`src/rtl/byte_alu_pkg.sv`:
```
package byte_alu_pkg;

    typedef enum logic [3:0] {
        OP_ADC = 4'd0,
        OP_SBC = 4'd1,
        OP_AND = 4'd2,
        OP_ORA = 4'd3,
        OP_EOR = 4'd4,
        OP_CMP = 4'd5,
        OP_BIT = 4'd6,
        OP_ASL = 4'd7,
        OP_LSR = 4'd8,
        OP_ROL = 4'd9,
        OP_ROR = 4'd10,
        OP_INC = 4'd11,
        OP_DEC = 4'd12
    } alu_op_e;

    localparam int NUM_FLAGS = 4;
    localparam int FLAG_N = 3;
    localparam int FLAG_Z = 2;
    localparam int FLAG_C = 1;
    localparam int FLAG_V = 0;

    typedef struct packed {
        logic n;
        logic z;
        logic c;
        logic v;
    } flags_t;

    // Flags an operation is allowed to touch, in {N,Z,C,V} order.
    function automatic logic [NUM_FLAGS-1:0] affected_flags(input logic [3:0] code);
        logic [NUM_FLAGS-1:0] sel;
        case (code)
            OP_ADC, OP_SBC:                  sel = 4'b1111;
            OP_AND, OP_ORA, OP_EOR:          sel = 4'b1100;
            OP_INC, OP_DEC:                  sel = 4'b1100;
            OP_CMP:                          sel = 4'b1110;
            OP_BIT:                          sel = 4'b1101;
            OP_ASL, OP_LSR, OP_ROL, OP_ROR:  sel = 4'b1110;
            default:                         sel = 4'b0000;
        endcase
        return sel;
    endfunction

    function automatic logic writes_result(input logic [3:0] code);
        logic w;
        case (code)
            OP_CMP, OP_BIT: w = 1'b0;
            OP_ADC, OP_SBC, OP_AND, OP_ORA, OP_EOR,
            OP_ASL, OP_LSR, OP_ROL, OP_ROR,
            OP_INC, OP_DEC: w = 1'b1;
            default:        w = 1'b0;
        endcase
        return w;
    endfunction

endpackage

```
`src/rtl/byte_alu_arith.sv`:
```
module byte_alu_arith #(
    parameter int DATA_W = 8
) (
    input  logic [DATA_W-1:0] x_i,
    input  logic [DATA_W-1:0] y_i,
    input  logic              cin_i,
    output logic [DATA_W-1:0] sum_o,
    output logic              cout_o,
    output logic              ovf_o
);
    localparam int MSB = DATA_W - 1;

    logic [DATA_W:0] wide_sum;

    always_comb begin
        wide_sum = {1'b0, x_i} + {1'b0, y_i} + {{DATA_W{1'b0}}, cin_i};
        sum_o    = wide_sum[DATA_W-1:0];
        cout_o   = wide_sum[DATA_W];
        ovf_o    = (x_i[MSB] == y_i[MSB]) && (wide_sum[MSB] != x_i[MSB]);
    end
endmodule

```
`src/rtl/byte_alu_shift.sv`:
```
module byte_alu_shift #(
    parameter int DATA_W = 8
) (
    input  logic [DATA_W-1:0] val_i,
    input  logic              carry_i,
    input  logic              left_i,
    input  logic              rotate_i,
    output logic [DATA_W-1:0] val_o,
    output logic              carry_o
);
    localparam int MSB = DATA_W - 1;

    logic fill;

    always_comb begin
        fill = rotate_i & carry_i;
        if (left_i) begin
            val_o   = {val_i[MSB-1:0], fill};
            carry_o = val_i[MSB];
        end else begin
            val_o   = {fill, val_i[MSB:1]};
            carry_o = val_i[0];
        end
    end
endmodule

```
`src/rtl/byte_alu_logic.sv`:
```
module byte_alu_logic #(
    parameter int DATA_W = 8
) (
    input  logic [DATA_W-1:0] a_i,
    input  logic [DATA_W-1:0] b_i,
    output logic [DATA_W-1:0] and_o,
    output logic [DATA_W-1:0] or_o,
    output logic [DATA_W-1:0] xor_o
);
    always_comb begin
        and_o = a_i & b_i;
        or_o  = a_i | b_i;
        xor_o = a_i ^ b_i;
    end
endmodule

```
`src/rtl/byte_alu_flagreg.sv`:
```
module byte_alu_flagreg #(
    parameter int NFLAGS = 4
) (
    input  logic              clk,
    input  logic              rst,
    input  logic [NFLAGS-1:0] commit_i,
    input  logic [NFLAGS-1:0] next_i,
    output logic [NFLAGS-1:0] flags_o
);
    for (genvar g = 0; g < NFLAGS; g++) begin : g_flag
        always_ff @(posedge clk) begin
            if (rst) begin
                flags_o[g] <= 1'b0;
            end else if (commit_i[g]) begin
                flags_o[g] <= next_i[g];
            end
        end

        // an uncommitted flag keeps its value
        a_r10_hold: assert property (@(posedge clk) disable iff (rst)
            !commit_i[g] |=> $stable(flags_o[g]));
    end

    // reset clears the flags
    a_r12_reset_clear: assert property (@(posedge clk)
        rst |=> (flags_o == '0));
endmodule

```
`src/rtl/byte_alu.sv`:
```
module byte_alu
    import byte_alu_pkg::*;
#(
    parameter int DATA_W = 8
) (
    input  logic              clk,
    input  logic              rst,
    input  logic [3:0]        op_i,
    input  logic [DATA_W-1:0] acc_i,
    input  logic [DATA_W-1:0] mem_i,
    input  logic              carry_i,
    input  logic              wr_en_i,
    input  logic [3:0]        flag_mask_i,
    output logic [DATA_W-1:0] result_o,
    output logic              result_we_o,
    output logic [3:0]        flags_o
);
    localparam int MSB = DATA_W - 1;
    localparam logic [DATA_W-1:0] ZERO_W = '0;
    localparam logic [DATA_W-1:0] ONES_W = '1;

    // arithmetic operand steering
    logic [DATA_W-1:0] ar_x, ar_y, ar_sum;
    logic              ar_ci, ar_co, ar_ovf;

    always_comb begin
        ar_x  = acc_i;
        ar_y  = mem_i;
        ar_ci = carry_i;
        case (op_i)
            OP_SBC: begin ar_y = ~mem_i; end
            OP_CMP: begin ar_y = ~mem_i; ar_ci = 1'b1; end
            OP_INC: begin ar_x = mem_i; ar_y = ZERO_W; ar_ci = 1'b1; end
            OP_DEC: begin ar_x = mem_i; ar_y = ONES_W; ar_ci = 1'b0; end
            default: ;
        endcase
    end

    byte_alu_arith #(.DATA_W(DATA_W)) u_arith (
        .x_i    (ar_x),
        .y_i    (ar_y),
        .cin_i  (ar_ci),
        .sum_o  (ar_sum),
        .cout_o (ar_co),
        .ovf_o  (ar_ovf)
    );

    // shifter
    logic              sh_left, sh_rot, sh_co;
    logic [DATA_W-1:0] sh_val;

    assign sh_left = (op_i == OP_ASL) || (op_i == OP_ROL);
    assign sh_rot  = (op_i == OP_ROL) || (op_i == OP_ROR);

    byte_alu_shift #(.DATA_W(DATA_W)) u_shift (
        .val_i    (mem_i),
        .carry_i  (carry_i),
        .left_i   (sh_left),
        .rotate_i (sh_rot),
        .val_o    (sh_val),
        .carry_o  (sh_co)
    );

    // bitwise logic
    logic [DATA_W-1:0] lg_and, lg_or, lg_xor;

    byte_alu_logic #(.DATA_W(DATA_W)) u_logic (
        .a_i   (acc_i),
        .b_i   (mem_i),
        .and_o (lg_and),
        .or_o  (lg_or),
        .xor_o (lg_xor)
    );

    // result and candidate flags
    flags_t next_flags;

    always_comb begin
        case (op_i)
            OP_ADC, OP_SBC, OP_INC, OP_DEC: result_o = ar_sum;
            OP_AND:                         result_o = lg_and;
            OP_ORA:                         result_o = lg_or;
            OP_EOR:                         result_o = lg_xor;
            OP_ASL, OP_LSR, OP_ROL, OP_ROR: result_o = sh_val;
            default:                        result_o = ZERO_W;
        endcase

        next_flags.n = result_o[MSB];
        next_flags.z = (result_o == ZERO_W);
        next_flags.c = sh_co;
        next_flags.v = ar_ovf;
        case (op_i)
            OP_ADC, OP_SBC: next_flags.c = ar_co;
            OP_CMP: begin
                next_flags.n = ar_sum[MSB];
                next_flags.z = (ar_sum == ZERO_W);
                next_flags.c = ar_co;
            end
            OP_BIT: begin
                next_flags.n = mem_i[MSB];
                next_flags.v = mem_i[MSB-1];
                next_flags.z = (lg_and == ZERO_W);
            end
            default: ;
        endcase
    end

    logic [NUM_FLAGS-1:0] commit;

    assign commit      = wr_en_i ? (flag_mask_i & affected_flags(op_i)) : '0;
    assign result_we_o = wr_en_i & writes_result(op_i);

    byte_alu_flagreg #(.NFLAGS(NUM_FLAGS)) u_flags (
        .clk      (clk),
        .rst      (rst),
        .commit_i (commit),
        .next_i   (next_flags),
        .flags_o  (flags_o)
    );

    // compare never writes a result
    a_r4_cmp_no_write: assert property (@(posedge clk) disable iff (rst)
        (op_i == OP_CMP) |-> !result_we_o);

    // bit test never writes a result
    a_r5_bit_no_write: assert property (@(posedge clk) disable iff (rst)
        (op_i == OP_BIT) |-> !result_we_o);

    // N takes operand bit 7 on a committed bit test
    a_r5_bit_n: assert property (@(posedge clk) disable iff (rst)
        (wr_en_i && op_i == OP_BIT && flag_mask_i[FLAG_N])
        |=> (flags_o[FLAG_N] == $past(mem_i[MSB])));

    // an add without carry-in that carries out has wrapped below A
    a_r1_adc_wrap: assert property (@(posedge clk) disable iff (rst)
        (op_i == OP_ADC && !carry_i && ar_co) |-> (result_o < acc_i));

    // increment and decrement keep C and V
    a_r8_incdec_cv: assert property (@(posedge clk) disable iff (rst)
        (op_i == OP_INC || op_i == OP_DEC)
        |=> ($stable(flags_o[FLAG_C]) && $stable(flags_o[FLAG_V])));

    // disabled write-enable freezes all flags
    a_r11_wr_off: assert property (@(posedge clk) disable iff (rst)
        !wr_en_i |=> $stable(flags_o));

    // unused codes commit nothing
    a_r13_undef: assert property (@(posedge clk) disable iff (rst)
        (op_i > OP_DEC) |-> (!result_we_o && result_o == ZERO_W));
endmodule

```
`config.mk`:
```
export PLATFORM = sky130hd
export DESIGN_NAME = byte_alu
export DESIGN_NICKNAME = d
export VERILOG_FILES = /design/src/rtl/byte_alu_pkg.sv /design/src/rtl/byte_alu_arith.sv /design/src/rtl/byte_alu_shift.sv /design/src/rtl/byte_alu_logic.sv /design/src/rtl/byte_alu_flagreg.sv /design/src/rtl/byte_alu.sv
export SDC_FILE = /design/constraint.sdc
export NUM_CORES = 1
export LEC_CHECK = 0
export BUFFER_PORTS_ARGS = -buffer_cell sky130_fd_sc_hd__buf_2
export CORE_MARGIN = 3
export CORE_UTILIZATION = 57
export DETAILED_ROUTE_END_ITERATION = 10
export HOLD_SLACK_MARGIN = 0.08
export PLACE_DENSITY_LB_ADDON = 0.05
export SYNTH_ARGS = -nofsm -noshare
export SYNTH_HDL_FRONTEND = slang
export SYNTH_SLANG_ARGS = --single-unit
```
`constraint.sdc`:
```
create_clock -name clk -period 4.3 [get_ports clk]
set_clock_uncertainty 0.1 [all_clocks]
set_input_delay 0.645 -clock clk [delete_from_list [all_inputs] [get_ports clk]]
set_output_delay 0.645 -clock clk [all_outputs]
set_load 0.01 [all_outputs]
```
==> results_dict.tcl <==
set metrics [dict create \
    outcome "complete, no violations" \
    synth_area_um2 1970 \
    slowest_delay_ps 500 \
    worst-path-max-fanout 4 \
    cts_max_level 1 \
    cts_hold_buf 0 \
    clkSinkCount 4 \
    final_antenna_net_count 0 \
    synth_top_cells_by_count "inv_1 (30), ha_1 (27), a21oi_1 (26)" \
    die_x_um 64.8 \
    drc 0 \
    start_util_pct 62.0 \
    regMostFlops "u_flags.flags_o" \
    wl_per_cell_um 15.7 \
    cp_slowest_cell "fa_1" \
    synth_cell_type_count 56 \
    cts_tree "built" \
    relSlewSlack_pct 64.4 \
    die_y_um 64.8 \
    n_fill_cell 304 \
    antenna_found_initial 0 \
    clock.fmax_mhz 242 \
    layout-drive-gt1-share_pct 21.9 \
    port_buffers 40 \
    drt_iter0_drc 198 \
    finalWorstSetupSlack_ps 163 \
    start_kind "primary input" \
    clk_latency_ps 220 \
    fin_crit_ps 4140 \
    worstPathRequired_ps 3560 \
    clockBufferDepth 2 \
    yosysWarnings 0 \
    area_growth_pct 14.1 \
    dpl.hpwl_mm 4.59 \
    cts_resized 0 \
    hold_viol_final 0 \
    ys_top_cells_by_area "ha_1 (17%), a21oi_1 (6.6%), o21ai_0 (6.4%), inv_1 (5.7%), nand2_1 (4.4%)" \
    reg_top3 "u_flags.flags_o (4)" \
    syn_nets 344 \
    cp_num_buf_inv 3 \
    vias 2236 \
    grt_util_all_layers_pct 28.4 \
    ios 41 \
    tns_ps 0 \
    ys_ff_latch 4 \
    end_kind "output pin" \
    setup_viol 0 \
    drv_cap 0 \
    core_area_um2 3180 \
    synth.most_common_cell "inv_1" \
    path_clk_slew_ps 40 \
    yosysTopAreaCell "ha_1" \
    drtPass1Iterations 5 \
    fin_util_pct 70.7 \
    async_reset_ff_share_pct 0 \
    worstPathArrival_ps 3390 \
    cts_setup_buffers 0 \
    rsz0062_at_grt "yes" \
    yosysSeqAreaShare_pct 4.07 \
    synth_edf_count 0 \
    cts_root_buffer "clkbuf_4" \
    die_area_um2 4200 \
    yosysTopAreaCellShare_pct 17.2 \
    ff_latch_area_um2 80.1 \
    path_cells "buf_2 -> inv_1 -> ha_1 -> and2_4 -> o21ai_2 -> a21oi_1 -> fa_1 -> fa_1 -> nand2b_1 -> a21oi_1 -> nor4_1 -> nor3_1 -> a21o_1 -> buf_2" \
    path_class "in -> out" \
    vias_per_cell 6.08 \
    grt_pass1_vias 2054 \
    ys.flop_type "dfxtp_1" \
    hp-class "reg -> reg" \
    drv_slew 0 \
    synthCells 287 \
    peakVddDrop_v 0.000139 \
    place_area_um2 2210 \
    cts_buffers 3 \
    antenna_cells 0 \
    cpLargestDelayFamily "adder cells" \
    place.gp.congestion 0.965 \
    fp-row-count 20 \
    total_leakage_power_nw 1.08 \
    gr-total-overflow 0 \
    grt_pass1_wl_mm 9.71 \
    tightest_slew_ps 535 \
    min_period_over_period_pct 96.2 \
    largest_reg_flops 4 \
    multi_input_area_um2 1690 \
    p_per_area_nw_per_um2 180 \
    dp_slack_ps 131 \
    wirelength_mm 5.77 \
    final_nets 383 \
    syn_avg_cell_area_um2 6.86 \
    final_area_um2 2250 \
    grt_max_degree 24 \
]
==> cells in the final DEF (no fill, tap or decap), types with 3 or more instances in the layout <==
cell	synthesis	layout
nor3_1	6	6
nand3_1	5	4
a21oi_1	26	25
o22ai_1	10	10
nor2_1	19	19
ha_1	27	27
or2_2	4	4
o21ai_0	25	24
clkbuf_4	0	3
nand2b_1	8	8
a31oi_1	4	4
dfxtp_1	4	4
a21o_1	3	3
buf_2	5	40
o211ai_1	6	6
mux2i_1	6	6
xnor2_1	9	9
nand2_1	23	23
nor4_1	4	4
a211oi_1	3	3
inv_1	30	30
buf_4	1	8
a22oi_1	6	6
xor2_1	5	5
==> metrics by stage <==
stage	instances	hold WS (ps)	power, mW
6_report	368	360	0.405
5_1_grt	368	390	0.443
4_1_cts	368	365	0.399
3_5_place_dp	365	356	0.353
3_3_place_gp	365	353	0.349
2_1_floorplan	287	378	0.261
==> routing by layer <==
metal	vias to the layer above	part of all wire (%)	global-route usage, %	wire (µm)
met5	-	0	0	0
li1	1109	-	-	-
met2	116	45	46.2	2610
met4	0	0	4.49	0
met3	0	9.9	2.43	573
met1	1011	45	41.0	2590
==> cell families (layout without fill, tap and decap cells) <==
family / count (synthesis) / in the layout / synth area share [%]
mux: 6 / 6 / 3.05
buf+inv: 46 / 83 / 10.8
fa+ha+maj: 29 / 29 / 19.2
flops: 4 / 4 / 4.07
simple gates: 83 / 83 / 21.7
compound gates: 105 / 105 / 35.0
xor+xnor: 14 / 14 / 6.23
==> worst reg2reg max path, cell delays in order, from the launching register on <==
cell,delay (ps)
dfxtp_1,320
a31oi_1,50
or2_2,300
nor3b_1,180
nand3b_1,120
o32ai_2,210
==> path summary, 6_finish.rpt <==
kind,endpoint,cells past startpoint,slack [ps],startpoint
min reg2reg,u_flags.flags_o[3],2,360,u_flags.flags_o[3]
max,result_o[6],14,160,op_i[0]
max reg2reg,u_flags.flags_o[2],5,2930,u_flags.flags_o[2]
min,u_flags.flags_o[3],2,360,u_flags.flags_o[3]
==> final cells by class <==
type	instances	share of cell area [%]
timing repair buffer	50	13.0
sequential	4	3.56
tap	44	2.45
inverter	30	5.01
multi-input combinational	237	75.0
clock buffer	3	1.00
==> power breakdown <==
group / internal [mW] / leakage, nW / switching (mW)
Combinational: 0.133 / 1.03 / 0.189
Clock: 0.0310 / 0.0138 / 0.0122
Sequential: 0.0395 / 0.0327 / 0.000944
Note: power is estimated with default switching activity, not from simulation.
